File: src/rtl/sat_addsub_pkg.sv
package sat_addsub_pkg;

  // Direction of an overflow, decided from sign bits only
  typedef enum logic [1:0] {
    OVF_NONE = 2'b00,
    OVF_POS  = 2'b01,
    OVF_NEG  = 2'b10
  } ovf_kind_e;

endpackage

File: src/rtl/sat_addsub_core.sv
module sat_addsub_core
  import sat_addsub_pkg::*;
#(
  parameter int WIDTH = 16
) (
  input  logic [WIDTH-1:0] a_i,
  input  logic [WIDTH-1:0] b_i,
  input  logic             sub_i,
  output logic [WIDTH-1:0] sum_o,
  output ovf_kind_e        kind_o
);

  localparam int MSB = WIDTH - 1;

  logic [WIDTH-1:0] b_eff;
  logic             same_sign;
  logic             flipped;

  // Negation as complement plus an injected carry
  always_comb begin
    b_eff = b_i ^ {WIDTH{sub_i}};
    sum_o = a_i + b_eff + {{(WIDTH-1){1'b0}}, sub_i};
  end

  // One sign-bit test serves both operations
  always_comb begin
    same_sign = (a_i[MSB] == b_eff[MSB]);
    flipped   = (sum_o[MSB] != a_i[MSB]);
    if (same_sign && flipped) begin
      kind_o = a_i[MSB] ? OVF_NEG : OVF_POS;
    end else begin
      kind_o = OVF_NONE;
    end
  end

endmodule

File: src/rtl/sat_addsub_limit.sv
module sat_addsub_limit
  import sat_addsub_pkg::*;
#(
  parameter int WIDTH = 16
) (
  input  logic [WIDTH-1:0] sum_i,
  input  ovf_kind_e        kind_i,
  input  logic             sat_en_i,
  input  logic             sym_i,
  output logic [WIDTH-1:0] res_o,
  output logic             clamped_o
);

  localparam logic [WIDTH-1:0] RAIL_HI  = {1'b0, {(WIDTH-1){1'b1}}};
  localparam logic [WIDTH-1:0] RAIL_LO  = {1'b1, {(WIDTH-1){1'b0}}};
  localparam logic [WIDTH-1:0] RAIL_SYM = {1'b1, {(WIDTH-2){1'b0}}, 1'b1};

  logic [WIDTH-1:0] neg_rail;

  always_comb begin
    neg_rail  = sym_i ? RAIL_SYM : RAIL_LO;
    res_o     = sum_i;
    clamped_o = 1'b0;
    if (sat_en_i) begin
      unique case (kind_i)
        OVF_POS: begin
          res_o     = RAIL_HI;
          clamped_o = 1'b1;
        end
        OVF_NEG: begin
          res_o     = neg_rail;
          clamped_o = 1'b1;
        end
        default: begin
          // In-range result sitting on the unbalanced rail
          if (sym_i && (sum_i == RAIL_LO)) begin
            res_o     = RAIL_SYM;
            clamped_o = 1'b1;
          end
        end
      endcase
    end
  end

endmodule

File: src/rtl/sat_addsub.sv
module sat_addsub
  import sat_addsub_pkg::*;
#(
  parameter int WIDTH = 16
) (
  input  logic             clk,
  input  logic             rst_n,
  input  logic [WIDTH-1:0] op_a,
  input  logic [WIDTH-1:0] op_b,
  input  logic             sub_sel,
  input  logic             sat_en,
  input  logic             sym_lim,
  output logic [WIDTH-1:0] res,
  output logic             ovf,
  output logic             sat
);

  localparam int               MSB     = WIDTH - 1;
  localparam logic [WIDTH-1:0] TOP_VAL = {1'b0, {(WIDTH-1){1'b1}}};
  localparam logic [WIDTH-1:0] BOT_VAL = {1'b1, {(WIDTH-1){1'b0}}};
  localparam logic [WIDTH-1:0] SYM_VAL = {1'b1, {(WIDTH-2){1'b0}}, 1'b1};

  logic [WIDTH-1:0] sum_w;
  ovf_kind_e        kind_w;
  logic [WIDTH-1:0] res_d;
  logic             clamp_w;
  logic             ovf_d;
  logic             sat_d;

  sat_addsub_core #(.WIDTH(WIDTH)) u_core (
    .a_i   (op_a),
    .b_i   (op_b),
    .sub_i (sub_sel),
    .sum_o (sum_w),
    .kind_o(kind_w)
  );

  sat_addsub_limit #(.WIDTH(WIDTH)) u_limit (
    .sum_i    (sum_w),
    .kind_i   (kind_w),
    .sat_en_i (sat_en),
    .sym_i    (sym_lim),
    .res_o    (res_d),
    .clamped_o(clamp_w)
  );

  // Next-state
  always_comb begin
    ovf_d = (kind_w != OVF_NONE);
    sat_d = clamp_w;
  end

  // Register
  always_ff @(posedge clk or negedge rst_n) begin
    if (!rst_n) begin
      res <= '0;
      ovf <= 1'b0;
      sat <= 1'b0;
    end else begin
      res <= res_d;
      ovf <= ovf_d;
      sat <= sat_d;
    end
  end

  // an addition overflow needs operands of equal sign
  p_add_ovf_signs_r3: assert property (@(posedge clk) disable iff (!rst_n)
    (ovf && !$past(sub_sel)) |-> ($past(op_a[MSB]) == $past(op_b[MSB])));

  // a subtraction overflow needs operands of opposite sign
  p_sub_ovf_signs_r4: assert property (@(posedge clk) disable iff (!rst_n)
    (ovf && $past(sub_sel)) |-> ($past(op_a[MSB]) != $past(op_b[MSB])));

  // a clamped non-negative output is the top rail
  p_pos_rail_r5: assert property (@(posedge clk) disable iff (!rst_n)
    (sat && !res[MSB]) |-> (res == TOP_VAL));

  // the symmetric limit never lets the bottom code out
  p_sym_floor_r7: assert property (@(posedge clk) disable iff (!rst_n)
    $past(sat_en && sym_lim) |-> (res != BOT_VAL));

  // a clamp always lands on one of the rails
  p_sat_on_rail_r10: assert property (@(posedge clk) disable iff (!rst_n)
    sat |-> (res == TOP_VAL || res == BOT_VAL || res == SYM_VAL));

  // wrap mode never reports a clamp
  p_wrap_no_sat_r10: assert property (@(posedge clk) disable iff (!rst_n)
    $past(!sat_en) |-> !sat);

  // a clamp without overflow happens only under the symmetric limit
  p_sat_without_ovf_r8: assert property (@(posedge clk) disable iff (!rst_n)
    (sat && !ovf) |-> ($past(sym_lim) && res == SYM_VAL));

endmodule

File: config.mk
export PLATFORM = sky130hd
export DESIGN_NAME = sat_addsub
export DESIGN_NICKNAME = d
export VERILOG_FILES = /design/src/rtl/sat_addsub_pkg.sv /design/src/rtl/sat_addsub_core.sv /design/src/rtl/sat_addsub_limit.sv /design/src/rtl/sat_addsub.sv
export SDC_FILE = /design/constraint.sdc
export NUM_CORES = 1
export LEC_CHECK = 0
export CORE_UTILIZATION = 49
export DETAILED_ROUTE_END_ITERATION = 7
export PLACE_DENSITY = 0.89
export RECOVER_POWER = 100
export SYNTH_ARGS = -nofsm -noshare
export SYNTH_HDL_FRONTEND = slang
export SYNTH_HIERARCHICAL = 1
export SYNTH_SLANG_ARGS = --single-unit
File: constraint.sdc
create_clock -name clk -period 0.84 [get_ports clk]
set_clock_uncertainty 0.15 [all_clocks]
set_input_delay 0.084 -clock clk [delete_from_list [all_inputs] [get_ports clk]]
set_output_delay 0.084 -clock clk [all_outputs]
set_load 0.1 [all_outputs]
==> results by stage, run 1 <==
Outcome:
- The run stopped with a tool error.
- It got as far as clock tree synthesis and failed there.
- The tool reported: "[ERROR DPL-0038] Utilization greater than 100%, impossible to legalize".

Synth:
- The synthesized instance count is 177.
- During synthesis, Yosys emitted a total of 6 warnings.
- The post-synthesis net count is 231.
- The post-synthesis cell area is 0.00158 mm².
- The sequential element share of the synthesized area is 28.6%.
- The netlist uses 42 different library cells.
- The average instance in the mapped netlist occupies roughly 8.9 µm².
- The number of synthesized register bits is 18.

Floorplan:
- The die extent in x is 58.7 µm.
- The floorplan has 20 rows.
- Pin placement for this block handled 55 I/O pins.
- The floorplan step set the die height to 58.7 µm.
- Once the floorplan was initialized, standard cells occupied 51.6% of the core.

Placement:
- At the end of routability-driven placement, the weighted congestion stood at 0.872.
- The placed standard-cell area is 0.00285 mm².
- The HPWL after detailed placement is 5.09 mm.
- Once placement completed, the tool counted placed cells totaling 322.
- Port buffering added 54 buffers.

Clocking:
- CTS built an H-tree with a depth of 1.
- Counting along the longest clock path gives a buffer depth of 2.
- Clock tree synthesis inserted a total of 3 buffers.
- Clock tree synthesis selected as its root buffer the cell clkbuf_4.
- Counting every sink on the clock net gives 18.
- The count of cells resized by post-cts repair is 57.
- After clock tree synthesis, the setup repair step added 15 buffers.
-- stage by stage --
step / setup WS [ns] / util (%)
detailed placement: -2.67 / 93.5
global placement: -2.43 / 93.5
floorplan: -2.19 / -
-- kinds of logic after synthesis --
logic type | synth area share [%]
AND/OR/NAND/NOR | 18.8
AO/OA/AOI/OAI | 14.8
XOR/XNOR | 17.2
flip-flops | 28.6
adder cells (fa/ha/maj) | 14.0
buffers and inverters | 4.13
multiplexers | 2.46
-- cell usage after synthesis --
library cell	number	area share [%]
o2111ai_1	1	0.56
nor3b_2	1	0.79
a21oi_1	8	2.5
fa_1	1	1.3
buf_2	1	0.32
dfrtp_1	18	29
mux2i_2	1	0.87
clkbuf_1	3	0.71
and4bb_2	1	0.79
a211o_1	1	0.56
and4_1	1	0.56
a221oi_1	1	0.56
nor2b_1	2	0.79
nand4_1	3	1.2
xor2_1	23	13
o31ai_1	1	0.48
nor3_1	1	0.32
ha_1	16	13
buf_6	2	1.4
o21ai_2	1	0.56
o21ai_1	3	0.95
nand3b_1	2	0.95
a21o_1	7	3.3
nand2_1	37	8.8
nor4_1	3	1.2
or2_1	1	0.40
and3_1	1	0.40
xnor2_1	8	4.4
a311oi_2	1	0.95
o21bai_1	1	0.48
buf_4	1	0.48
mux2_4	1	0.95
o21a_1	3	1.4
a311oi_1	1	0.56
nand3_1	1	0.32
a221o_1	1	0.63
nand2b_1	1	0.40
nor2_1	8	1.9
a31oi_1	2	0.79
mux2i_1	1	0.63
o211ai_1	1	0.48
inv_1	5	1.2
==> inputs of run 2 (changes only) <==
--- a/config.mk
+++ b/config.mk
@@ -5,9 +5,9 @@
 export SDC_FILE = /design/constraint.sdc
 export NUM_CORES = 1
 export LEC_CHECK = 0
-export CORE_UTILIZATION = 49
+export CORE_UTILIZATION = 40
 export DETAILED_ROUTE_END_ITERATION = 7
-export PLACE_DENSITY = 0.89
+export PLACE_DENSITY_LB_ADDON = 0.15
 export RECOVER_POWER = 100
 export SYNTH_ARGS = -nofsm -noshare
 export SYNTH_HDL_FRONTEND = slang
==> results by stage, run 2 <==
Outcome:
- The flow ran to the end, but the final reports show violations.
- The final reports fail on negative setup slack.

Synth:
- For this run, the number of Yosys warnings is 6.
- The post-synthesis cell area is ~0.0016 mm².
- Counting flops with an async set or reset pin after synthesis yields a share of 100%.
- The most area-hungry cell type in the Yosys netlist is dfrtp_1.
- The number of synthesized register bits is 18.
- The synthesized instance count is 177.
- In the post-synthesis netlist, the biggest area contributors are dfrtp_1, xor2_1, ha_1.
- Summed over its instances, the top area cell type makes up 28.6% of the synthesized netlist area.
- The post-synthesis net count is 231.
- The synthesized area per cell is 8.91 µm².
- The cell with the most instances after synthesis is nand2_1.
- The share of the Yosys chip area taken by registers is between 20% and 30%.
- The synthesized design contains 0 enable-type register cells.
- The number of distinct library cells after synthesis is 42.
- The most used flip-flop cell after synthesis is dfrtp_1.
- By count the netlist is led by nand2_1, xor2_1, dfrtp_1.

Timing:
- Setup violations remaining at the end of the flow were counted as 36.
- The final critical-path setup slack is -2.15 ns.
- Of the available clock period, the critical path in the final layout requires 356%.
- The tightest hold path in the finished design has a slack of 0.0987 ns.
- The total negative slack for setup checks is -39.99 ns.
- The number of endpoints with negative hold slack in the final report came to 0.
- Subtracting the final worst setup slack from the clock period gives approximately 3.0 ns.
- The maximum clock rate is 334 MHz.
- The slew at the pin closest to its max-slew limit is 0.638 ns.
- Setup repair after global routing could not meet its margin everywhere.
- Headroom to the max-slew limit came out at between 50% and 60%.
- The final max-slew violation count is 0.

Global routing:
- Global routing consumed, on the met2 layer, 55.7% of the routing resources.
- The layer flagged by global routing as most heavily used is met2.
- The number of antenna violations at the first check in global routing is 0.
- In the global route stage, met3 resource usage came out at 4.75%.
- Entering global routing, the biggest net connects 19 pins.
- In the global route stage, overall resource usage came out at between 30% and 40%.
- The met1 layer usage reported by global route is 33.4%.
- The number of global-route vias before repair came to about 2000.
- For this run the aggregate overflow at the end of global routing stands at 0.
- The first global-routing pass estimated 9.56 mm of wire.

Power and ir drop:
- The clock power share is 7.9%.
- The worst-case IR drop observed on VDD is 1.21 mV.
- The sequential share of power is 17.3%.
- For this design the ratio of total power to cell area is 2620 mW/mm².
- The analysis attributes to net switching a power of roughly 4.6 mW.
- Net switching is between 50 and 60% of the power.
- The share of power burned in combinational logic is 74.7%.
- The internal power contribution is about 4.5 mW.
- The leakage power is around 1.7 nW.

Floorplan:
- The floorplan has 22 rows.
- The die is 64.8 µm wide.
- 55 I/O pins were placed.
- The die height is 64.8 µm.
- The floorplan die area is 0.00420 mm².
- The effective utilization at floorplan is 42.4%.
- The total area inside the core boundary comes to between 0.003 and 0.004 mm².

Critical path:
- The arrival time at the worst endpoint is 3.02 ns.
- STA classifies the critical path endpoint as a register.
- STA classifies the critical path startpoint as an input pin.
- The slowest stage of the critical path is the fa_2 cell.
- Walking the worst path, the cells encountered are buf_12 > xor2_2 > inv_1 > fa_2 > nor2b_4 > o2111ai_4 > a21oi_2 > o211ai_1 > buf_4 > a311oi_2 > xor2_1 > nor4_2 > nand4_1 > o21ai_1.
- The largest driver fanout on the critical path is 8.
- The setup path with the least slack is of type in2reg.
- On the worst path, the slowest cell contributes a delay of 0.40 ns.
- Data on the critical path is required at its endpoint by 0.87 ns.

Clocking:
- The clock edge transition at the registers on the reported setup and hold paths is 0.07 ns.
- No sink is reached through more buffers than the 2 on the longest clock path.
- The number of clock buffers inserted by TritonCTS is 3.
- Clock tree synthesis selected as its root buffer the cell clkbuf_8.
- The total clock sinks is 18.
- In this run the number of H-tree levels came out at 1.
- For this design, the CTS-stage hold fixing added 0 buffers.
- TritonCTS built the clock tree.

Routing:
- The first routing iteration left 242 violations.
- Wires add up to 8.80 mm.
- After detailed routing, the average wire length per cell comes to 24.6 µm.
- The number of iterations in the first detailed-routing pass is 5.
- The remaining routing DRC violations is 0.
- The remaining antenna violation count is 0.
- For this block, the via count after detailed routing is 2139.
- Using the TritonRoute via totals, the vias-per-cell ratio works out to about 6.0.

Placement:
- The HPWL after detailed placement is 3.83 mm.
- The worst-case setup slack after placement is -2.56 ns.
- The final weighted congestion in routability-driven placement is about 0.8.
- The port buffer count is 54.
- In this run, placement finished with an instance count of 334.
- In this run the cell area measured after placement is ~0.0029 mm².

Final layout:
- In the layout the commonest cells are buf_4, buf_12, dfrtp_4, xor2_1, clkdlybuf4s50_1.
- With fillers left out, the area of the finished cells amounts to approximately 0.0035 mm².
- Leaving out fill and tap cells, the most frequent cell in the layout is buf_4.
- The largest register by flop count is res.
- From synthesis to final layout, the design area changed by 120%.
- In the final design database the tool counted 364 nets.
- The largest registers in the layout are res x16, ovf x1, sat x1.
- The number of antenna diodes in the final layout is 0.
- The flip-flop count of the largest register, all copies and words added is 16.
- The fraction of final layout cells sized beyond drive strength 1 is 59.5%.
- The final cell count without fillers is 357.

Run:
- The number of violations of the max-capacitance limit is 0.

Worst hold path:
- The class of the worst hold path is in2async.
==> run 2: cell counts after synthesis <==
Identical to the previous run, type by type.
==> run 2: logic make-up after synthesis <==
logic type / Yosys count / share of synthesized area (%)
buf+inv: 12 / 4.13
simple gates: 63 / 18.8
fa+ha+maj: 17 / 14.0
mux: 3 / 2.46
flops: 18 / 28.6
compound gates: 33 / 14.8
xor+xnor: 31 / 17.2
==> run 2: layer usage <==
layer | wire, µm | vias up
met2 | 4280 | 191
met3 | 689 | 70
met4 | 735 | 0
met5 | 0 | -
li1 | - | 871
met1 | 3100 | 1007
==> run 2: power by group through the flow <==
stage | clock (mW) | sequential, mW | combinational, mW
after floorplan | 0 | 3.43 | 1.17
after global placement | 0 | 1.54 | 5.35
after detailed placement | 0 | 1.56 | 5.49
after CTS | 0.718 | 1.56 | 5.92
after global routing | 0.758 | 1.59 | 6.92
final | 0.722 | 1.57 | 6.79
==> run 2: stage by stage <==
stage                     total power [mW]  util [%]
after floorplan                       4.61         -
after CTS                             8.20      85.3
after global placement                6.89      78.2
after detailed placement              7.05      78.2
final                                 9.09      93.2
after global routing                  9.27      93.2
==> run 2: worst paths after layout <==
check | startpoint | endpoint | slack (ns) | cells after the start
min in group clk | op_b[0] | res[0] | 0.47 | 6
worst min-delay path | rst_n | res[11] | 0.1 | 2
worst max-delay path | sub_sel | sat | -2.15 | 14
max in group asynchronous | rst_n | res[10] | 0.09 | 2
==> run 2: timing repair <==
action,in CTS,in global routing
buffers inserted,9,11
cloned,1,0
gates resized for setup,49,63
endpoints found under the setup margin,36,36
pin swaps,36,50
==> run 2: final cells by class <==
| cell class | count | area [µm²] |
|---|---|---|
| well taps | 48 | 60.1 |
| repair buffers | 135 | 1400 |
| flip-flops and latches | 18 | 518 |
| inverters | 5 | 18.8 |
| fillers | 113 | 253 |
| multi-input cells | 147 | 1420 |
| clock buffers | 4 | 55.1 |
==> run 2: worst max-delay path: cells and delay by family <==
family                     cells  cell delay, ns
adders and majority gates      1            0.40
buffers and inverters          3            0.43
xor gates and xnor gates       2            0.39
and+or+nand+nor                3            0.69
AOI/OAI and AO/OA              5            1.02
Power figures use the tool's default switching activity.
